[config.mk]
export PLATFORM = sky130hd
export DESIGN_NAME = mac_quad_acc
export DESIGN_NICKNAME = d
export VERILOG_FILES = /design/src/rtl/mac_pkg.sv /design/src/rtl/mac_product.sv /design/src/rtl/mac_combine.sv /design/src/rtl/mac_acc_bank.sv /design/src/rtl/mac_quad_acc.sv
export SDC_FILE = /design/constraint.sdc
export NUM_CORES = 2
export LEC_CHECK = 0
export ABC_AREA = 1
export BUFFER_PORTS_ARGS = -buffer_cell sky130_fd_sc_hd__buf_2
export CELL_PAD_IN_SITES_DETAIL_PLACEMENT = 0
export CELL_PAD_IN_SITES_GLOBAL_PLACEMENT = 2
export CORE_MARGIN = 2
export CORE_UTILIZATION = 39
export DETAILED_ROUTE_END_ITERATION = 16
export PLACE_DENSITY_LB_ADDON = 0.25
export SLEW_MARGIN = 10
export SYNTH_ARGS = -nofsm -noshare
export SYNTH_HDL_FRONTEND = slang
export SYNTH_SLANG_ARGS = --single-unit
[constraint.sdc]
create_clock -name clk -period 14.5 [get_ports clk]
set_input_delay 2.9 -clock clk [delete_from_list [all_inputs] [get_ports clk]]
set_output_delay 2.9 -clock clk [all_outputs]
set_load 0.02 [all_outputs]
[src/rtl/mac_pkg.sv]
package mac_pkg;
    localparam int DATA_W = 32;
    localparam int N_ACC  = 4;
    localparam int ACC_W  = 2 * DATA_W;
    localparam int SEL_W  = $clog2(N_ACC);

    typedef enum logic [1:0] {
        OP_MADDU = 2'd0,
        OP_MULTU = 2'd1,
        OP_MSUB  = 2'd2,
        OP_MSUBU = 2'd3
    } mac_op_e;

    typedef struct packed {
        logic fault;
    } ctrl_t;
endpackage

[src/rtl/mac_product.sv]
module mac_product #(
    parameter int W = mac_pkg::DATA_W
) (
    input  logic           signed_i,
    input  logic [W-1:0]   a_i,
    input  logic [W-1:0]   b_i,
    output logic [2*W-1:0] prod_o
);
    logic [2*W-1:0] a_ext;
    logic [2*W-1:0] b_ext;

    always_comb begin
        a_ext  = signed_i ? {{W{a_i[W-1]}}, a_i} : {{W{1'b0}}, a_i};
        b_ext  = signed_i ? {{W{b_i[W-1]}}, b_i} : {{W{1'b0}}, b_i};
        prod_o = a_ext * b_ext;
    end
endmodule

[src/rtl/mac_combine.sv]
module mac_combine
    import mac_pkg::*;
#(
    parameter int W2 = ACC_W
) (
    input  mac_op_e         op_i,
    input  logic [W2-1:0]   old_i,
    input  logic [W2-1:0]   prod_i,
    output logic [W2-1:0]   new_o
);
    always_comb begin
        unique case (op_i)
            OP_MADDU: new_o = old_i + prod_i;
            OP_MULTU: new_o = prod_i;
            OP_MSUB,
            OP_MSUBU: new_o = old_i - prod_i;
            default:  new_o = old_i;
        endcase
    end
endmodule

[src/rtl/mac_acc_bank.sv]
module mac_acc_bank #(
    parameter int N     = mac_pkg::N_ACC,
    parameter int W2    = mac_pkg::ACC_W,
    localparam int SW   = $clog2(N)
) (
    input  logic                 clk,
    input  logic                 rst,
    input  logic                 we_i,
    input  logic [SW-1:0]        wsel_i,
    input  logic [W2-1:0]        wdata_i,
    input  logic [SW-1:0]        rsel_i,
    output logic [W2-1:0]        rdata_o,
    output logic [N-1:0][W2-1:0] acc_all_o
);
    logic [N-1:0][W2-1:0] acc_d;
    logic [N-1:0][W2-1:0] acc_q;

    always_comb begin
        acc_d = acc_q;
        if (rst) begin
            acc_d = '0;
        end else if (we_i) begin
            acc_d[wsel_i] = wdata_i;
        end
    end

    always_ff @(posedge clk) begin
        acc_q <= acc_d;
    end

    assign rdata_o   = acc_q[rsel_i];
    assign acc_all_o = acc_q;

    assert_reset_clear_R9: assert property (@(posedge clk)
        rst |=> (acc_q == '0));

    for (genvar g = 0; g < N; g++) begin : g_hold
        assert_unselected_hold_R10: assert property (@(posedge clk) disable iff (rst)
            !(we_i && (wsel_i == SW'(g))) |=> $stable(acc_q[g]));
    end
endmodule

[src/rtl/mac_quad_acc.sv]
module mac_quad_acc
    import mac_pkg::*;
(
    input  logic              clk,
    input  logic              rst,
    input  logic              valid_i,
    input  logic              dsp_en_i,
    input  logic [1:0]        op_i,
    input  logic [31:0]       instr_i,
    input  logic [DATA_W-1:0] opa_i,
    input  logic [DATA_W-1:0] opb_i,
    input  logic [SEL_W-1:0]  rd_sel_i,
    output logic [DATA_W-1:0] rd_hi_o,
    output logic [DATA_W-1:0] rd_lo_o,
    output logic              fault_o
);
    localparam int FIELD_LO = 14;

    mac_op_e                    op;
    logic [SEL_W-1:0]           acc_sel;
    logic                       issue;
    logic [ACC_W-1:0]           prod;
    logic [ACC_W-1:0]           old_val;
    logic [ACC_W-1:0]           new_val;
    logic [ACC_W-1:0]           rdata;
    logic [N_ACC-1:0][ACC_W-1:0] acc_all;
    ctrl_t                      ctrl_d;
    ctrl_t                      ctrl_q;
    logic                       unused_instr;

    assign op           = mac_op_e'(op_i);
    assign acc_sel      = instr_i[FIELD_LO +: SEL_W];
    assign unused_instr = ^{instr_i[31:FIELD_LO+SEL_W], instr_i[FIELD_LO-1:0]};
    assign issue        = valid_i && dsp_en_i;
    assign old_val      = acc_all[acc_sel];

    mac_product #(.W(DATA_W)) i_product (
        .signed_i (op == OP_MSUB),
        .a_i      (opa_i),
        .b_i      (opb_i),
        .prod_o   (prod)
    );

    mac_combine #(.W2(ACC_W)) i_combine (
        .op_i   (op),
        .old_i  (old_val),
        .prod_i (prod),
        .new_o  (new_val)
    );

    mac_acc_bank #(.N(N_ACC), .W2(ACC_W)) i_bank (
        .clk       (clk),
        .rst       (rst),
        .we_i      (issue),
        .wsel_i    (acc_sel),
        .wdata_i   (new_val),
        .rsel_i    (rd_sel_i),
        .rdata_o   (rdata),
        .acc_all_o (acc_all)
    );

    always_comb begin
        ctrl_d = ctrl_q;
        if (rst) begin
            ctrl_d.fault = 1'b0;
        end else begin
            ctrl_d.fault = valid_i && !dsp_en_i;
        end
    end

    always_ff @(posedge clk) begin
        ctrl_q <= ctrl_d;
    end

    assign rd_hi_o = rdata[ACC_W-1:DATA_W];
    assign rd_lo_o = rdata[DATA_W-1:0];
    assign fault_o = ctrl_q.fault;

    assert_fault_raise_R8: assert property (@(posedge clk) disable iff (rst)
        (valid_i && !dsp_en_i) |=> fault_o);

    assert_fault_quiet_R8: assert property (@(posedge clk) disable iff (rst)
        !(valid_i && !dsp_en_i) |=> !fault_o);

    assert_disabled_no_write_R7: assert property (@(posedge clk) disable iff (rst)
        (valid_i && !dsp_en_i) |=> $stable(acc_all));

    assert_multu_overwrite_R3: assert property (@(posedge clk) disable iff (rst)
        (issue && op == OP_MULTU) |=>
        acc_all[$past(acc_sel)] == ({32'd0, $past(opa_i)} * {32'd0, $past(opb_i)}));

    assert_maddu_sum_R2: assert property (@(posedge clk) disable iff (rst)
        (issue && op == OP_MADDU) |=>
        acc_all[$past(acc_sel)] == ($past(old_val) + ({32'd0, $past(opa_i)} * {32'd0, $past(opb_i)})));
endmodule

# After elaboration in Yosys (flattened, before gate mapping)
# Index checks and enable logic that the tools add are counted.
[word_totals]
register_bits = 257
latchBits = 0
ram_bits = 0
mem_bits_ro = 0
in_bits = 104
wordCells = 30
mem_count = 0
[op_classes]
addsub = 2
multipliers = 1
div_mod_pow = 0
order_cmp = 3
eq_ne = 3
shifts = 0
mux = 10
n_bitwise = 0
n_reduce_logical = 6
[ops]
columns = ["cell", "n"]
rows = [
  ["64-bit two-way mux", 5],
  ["64-bit binary-select mux with 2-bit select", 2],
  ["256-bit bitwise mux", 1],
  ["64-bit case mux with 3 select lines", 1],
  ["64-bit demux with 2-bit select", 1],
  ["64-bit adder", 1],
  ["64-bit by 64-bit multiplier with 64-bit output", 1],
  ["64-bit subtractor", 1],
  ["2-bit by 3-bit less-than comparator with 1-bit output, second input constant", 2],
  ["2-bit equality test, second input constant", 2],
  ["1-bit logical AND", 3],
  ["2-bit by 1-bit equality test with 1-bit output, second input constant", 1],
  ["2-bit by 1-bit greater-or-equal comparator with 1-bit output, second input constant", 1],
  ["2-bit zero test", 1],
  ["2-bit OR reduction", 1],
  ["1-bit zero test", 1],
]

# Logic depth before layout (Yosys ltp)
[logic_depth]
ltp_word = 6
depth_mapped = 61
ltp_nobuf = 61

# Modules after synthesis
# Synthesis repeated with hierarchy kept, for this count alone.
[unflattened]
hier_cells = 10818
hier_area_um2 = 74275.0
[modules_own_cells]
columns = ["mod", "instances", "cells_each", "area_per_inst_um2", "seq_area_each_um2"]
rows = [
  ["mac_product", 1, 6155, 49954.2, 0.0],
  ["mac_acc_bank", 1, 2003, 12458.2, 5124.9],
  ["mac_combine", 1, 1907, 8799.7, 0.0],
  ["mac_quad_acc", 1, 753, 3062.9, 20.0],
]

# Worst setup path after synthesis
# Ideal clock, no wire load.
[synth_timing]
path_type = "input to register"
from = "input port op_i[1]"
to = "register i_bank.acc_q (netlist bit i_bank.acc_all_o[254])"
setup_time_ps = 116
arrival_time_ps = 13420
required_ps = 14384
setup_slack_ps = 964
cell_stages = 55
n_path_buf = 3
cell_sequence = "buf_2 nand2_1 clkbuf_1 clkbuf_1 nor2_1 fa_1 inv_1 fa_1 inv_1 fa_1 fa_1 fa_1 inv_1 fa_1 inv_1 fa_1 inv_1 fa_1 (+19 left out) nor4_1 nand4_1 xor2_1 nand2_1 o21ai_0 ha_1 inv_1 nor3_1 nand2_1 nor3_1 inv_1 o221a_2 nand2_1 nand2_1 nand3_1 nand3_1 o211ai_1 inv_1"
[synth_between]
elab_chain_len = 6
elab_cells_between_ends = 12
cone_classes = "2 x add/sub; 1 x mul; 3 x eq/ne; 4 x mux; 2 x reduce/logical"
[synth_lines]
columns = ["element", "line_no", "source"]
rows = [
  ["from (decl)", "mac_quad_acc.sv:8", "input logic [1:0] op_i,"],
  ["2-bit equality test", "mac_combine.sv:12, mac_quad_acc.sv:38", ""],
  ["64-bit two-way mux (on tied branches)", "mac_product.sv:13, mac_product.sv:14", ""],
  ["64-bit by 64-bit multiplier with 64-bit output", "mac_product.sv:15", "prod_o = a_ext * b_ext;"],
  ["64-bit subtractor / 64-bit adder (equally long branches)", "mac_combine.sv:16, mac_combine.sv:13", ""],
  ["64-bit case mux with 3 select lines (*)", "mac_combine.sv:12", "unique case (op_i)"],
  ["256-bit bitwise mux (*)", "mac_acc_bank.sv:23", "acc_d[wsel_i] = wdata_i;"],
  ["to (signal assigned)", "mac_acc_bank.sv:28", "acc_q <= acc_d;"],
  ["to (decl)", "mac_acc_bank.sv:16", "logic [N-1:0][W2-1:0] acc_q;"],
]
# Every way passes the cells marked *; elsewhere a longest branch is shown, timed or not.
# A chain may end at the register's enable or synchronous reset.

# Worst setup path in the final report
[layout_timing]
from = "input port op_i[0]"
to = "register i_bank.acc_q (netlist bit i_bank.acc_all_o[127])"
# The elaborated chain is that of the path after synthesis.

==> results.sh <==
export IMPL_hold_path_startpoint="i_bank.acc_all_o[91]$_SDFFE_PP0P_"
export IMPL_drtPass1Iterations=6
export IMPL_hold_ws_ps=520.1
export IMPL_synth_edff_count=0
export IMPL_die_x_um=428.8
export IMPL_cts_path_max_buffers=3
export IMPL_max_cap_viol_count=0
export IMPL_yosys_top_cells_count="2963 x inv_1, 2050 x nand2_1, 1429 x fa_1"
export IMPL_yosysSeqAreaShare=0.07309
export IMPL_max_stage_delay_ps=610
export IMPL_yosysWarnings=0
export IMPL_clk_pin_slew_ps=60
export IMPL_period_share=0.9641
export IMPL_hold_viol_final=0
export IMPL_final_nets=12320
export IMPL_cts_sinks=257
export IMPL_clk_latency_ps=620
export IMPL_wl_per_cell_um=19.26
export IMPL_critical_path_class="in -> reg"
export IMPL_setup_violations_final=0
export IMPL_core_sq_um=178800
export IMPL_fp_dieH_um=428.8
export IMPL_ant_nets=0
export IMPL_ff2ff_path_depth=22
export IMPL_skew_ps=24.79
export IMPL_gp_congestion=0.9463
export IMPL_synth_area_per_cell_sq_um=7.303
export IMPL_synth_area_sq_um=70390
export IMPL_dieArea_sq_um=183900
export IMPL_root_buffer="clkbuf_16"
export IMPL_yosysMostFrequentCell="inv_1"
export IMPL_slew_headroom=0.1947
export IMPL_cts_hold_buffers=0
export IMPL_fin_cells=12800
export IMPL_grt_pass1_vias=64650
export IMPL_cp_arrival_ps=14450
export IMPL_hold_path_class="reg -> reg"
export IMPL_portBuffers=138
export IMPL_endpoint_kind="flop"
export IMPL_ys_async_sr_fraction=0
export IMPL_synth_flop_cell="dfxtp_1"
export IMPL_grt_antenna_before_repair=6
export IMPL_place_hpwl_mm=212.1
export IMPL_synth_ff_latch_count=257
export IMPL_finalCriticalPeriod_ps=13980
export IMPL_cp_max_fo=9
export IMPL_critical_path_top_delay_family="adder cells"
export IMPL_dpl_cell_count=12740
export IMPL_grt_overflow_total=0
export IMPL_wl_mm=246.6
export IMPL_final_max_slew_viol_count=0
export IMPL_cpMaxStageDelayCell="fa_1"
export IMPL_avgViaCountPerCell=4.798
export IMPL_yosys_area_top_type="fa_1"
export IMPL_max_slew_worst_pin_slew_ps=1208
export IMPL_r2r_end="i_bank.acc_all_o[102]$_SDFFE_PP0P_"
export IMPL_vias=61430
export IMPL_grtUsageTotal=0.2727
export IMPL_cts_buffers=29
export IMPL_min_to="i_bank.acc_all_o[91]$_SDFFE_PP0P_"
export IMPL_startpoint_type="primary input"
export IMPL_critPathBufInv=19
export IMPL_fmax_mhz=71.53
export IMPL_r2r_start="i_bank.acc_all_o[0]$_SDFFE_PP0P_"
export IMPL_start_util=0.3937
export IMPL_whs_path_depth=2
export IMPL_final_layout_size_suffix_gt1_frac=0.1387
export IMPL_r2r_slack_ps=9670
export IMPL_required_ps=14970
export IMPL_grt_max_degree=89
export IMPL_synth_nets=11530
export IMPL_final_setup_tns_ps=0
export IMPL_io_pin_count=169
export IMPL_grt_first_pass_wirelength_mm=385.9
export IMPL_synth_top_cells_by_area="fa_1 41%, inv_1 16%, nand2_1 11%"
export IMPL_ctsHtreeMaxLevel=1
export IMPL_rsz0062_at_grt="true"
export IMPL_num_rows=155
export IMPL_cts_tree="done"
export IMPL_cpMostUsedCell="nand2_1"
export IMPL_status="completed"
export IMPL_drt_iter0_markers=3963
export IMPL_synth_top_cell_area_share=0.4064
export IMPL_netlist_instances=9638
export IMPL_diodes=0
export IMPL_drc_errors=0
export IMPL_area_delta_synth_final_pct=17.01
export IMPL_synth_cell_type_count=54
## final cells by class
class | count | area [sq um]
flip-flops and latches | 257 | 5145
inverters | 2975 | 11170
fillers | 18530 | 96450
clock inverters | 11 | 132.6
repair buffers | 1133 | 8766
multi-input cells | 6030 | 53350
well taps | 2355 | 2947
clock buffers | 43 | 848.3
## registers in the layout, indices dropped and copies added, names as in the netlist
register	count
fault_o	1
i_bank.acc_all_o	256
## placed cells by master, fill, tap and decap left out, types with 19 or more instances in the layout
master / n
nand3_1: 228
dfxtp_1: 257
o221ai_1: 46
a21oi_1: 270
clkbuf_16: 29
inv_1: 2952
o21ai_0: 422
nor3_1: 19
a31oi_1: 21
buf_4: 948
nand2_1: 2034
o211ai_1: 83
nor2_1: 551
a22oi_1: 79
nor2_4: 20
nand4_1: 32
nand3b_1: 24
nand2_2: 39
nor2_2: 53
buf_2: 132
fa_1: 1419
buf_12: 46
or2_2: 31
o22ai_1: 64
xor2_1: 78
ha_1: 342
## how the worst max path moves through the flow
stage / start / endpoint / depth (start not counted)
2_1_floorplan: op_i[1] / i_bank.acc_all_o[254]$_SDFFE_PP0P_ / 55
3_3_place_gp: op_i[0] / i_bank.acc_all_o[246]$_SDFFE_PP0P_ / 55
3_5_place_dp: op_i[0] / i_bank.acc_all_o[246]$_SDFFE_PP0P_ / 55
4_1_cts: op_i[0] / i_bank.acc_all_o[126]$_SDFFE_PP0P_ / 56
5_1_grt: op_i[0] / i_bank.acc_all_o[62]$_SDFFE_PP0P_ / 57
6_report: op_i[0] / i_bank.acc_all_o[127]$_SDFFE_PP0P_ / 60
## cells by family after synthesis
family / synth area share
compound gates: 0.08505
xor+xnor: 0.01362
fa+ha+maj: 0.4708
buf+inv: 0.1790
flops: 0.07309
simple gates: 0.1785
## tightest hold or removal path, cell delays in order (launching register included)
cell and delay, ps:
dfxtp_1 340, o211ai_1 100, inv_1 50
## metrics by stage
step	util	setup slack, ps	cell area [sq um]
4_1_cts	0.4566	2.526	81640
6_report	0.4606	520.5	82360
5_1_grt	0.4606	-34.58	82360
3_5_place_dp	0.4510	-930.6	80640
2_1_floorplan	-	964.1	70390
3_3_place_gp	0.4510	-969.8	80640
## what timing repair did
| item | CTS | global route |
|---|---|---|
| buffers inserted | 0 | 7 |
| endpoints found under the setup margin | 20 | 80 |
| pin swaps | 0 | 50 |
| endpoints found under the hold margin | 0 | 0 |
| cloned | 0 | 0 |
| resized for setup | 4 | 160 |
## routing by layer
metal / vias to the layer above / routed length (um) / GRT usage
met2: 1391 / 121300 / 0.4831
met3: 264 / 9604 / 0.01530
li1: 29470 / - / -
met4: 4 / 6075 / 0.05741
met1: 30310 / 109600 / 0.3674
met5: - / 34 / 0
Power is left out: the tool's default activity adds up to more than one toggle a clock period on the data nets, which glitch-free logic cannot reach.
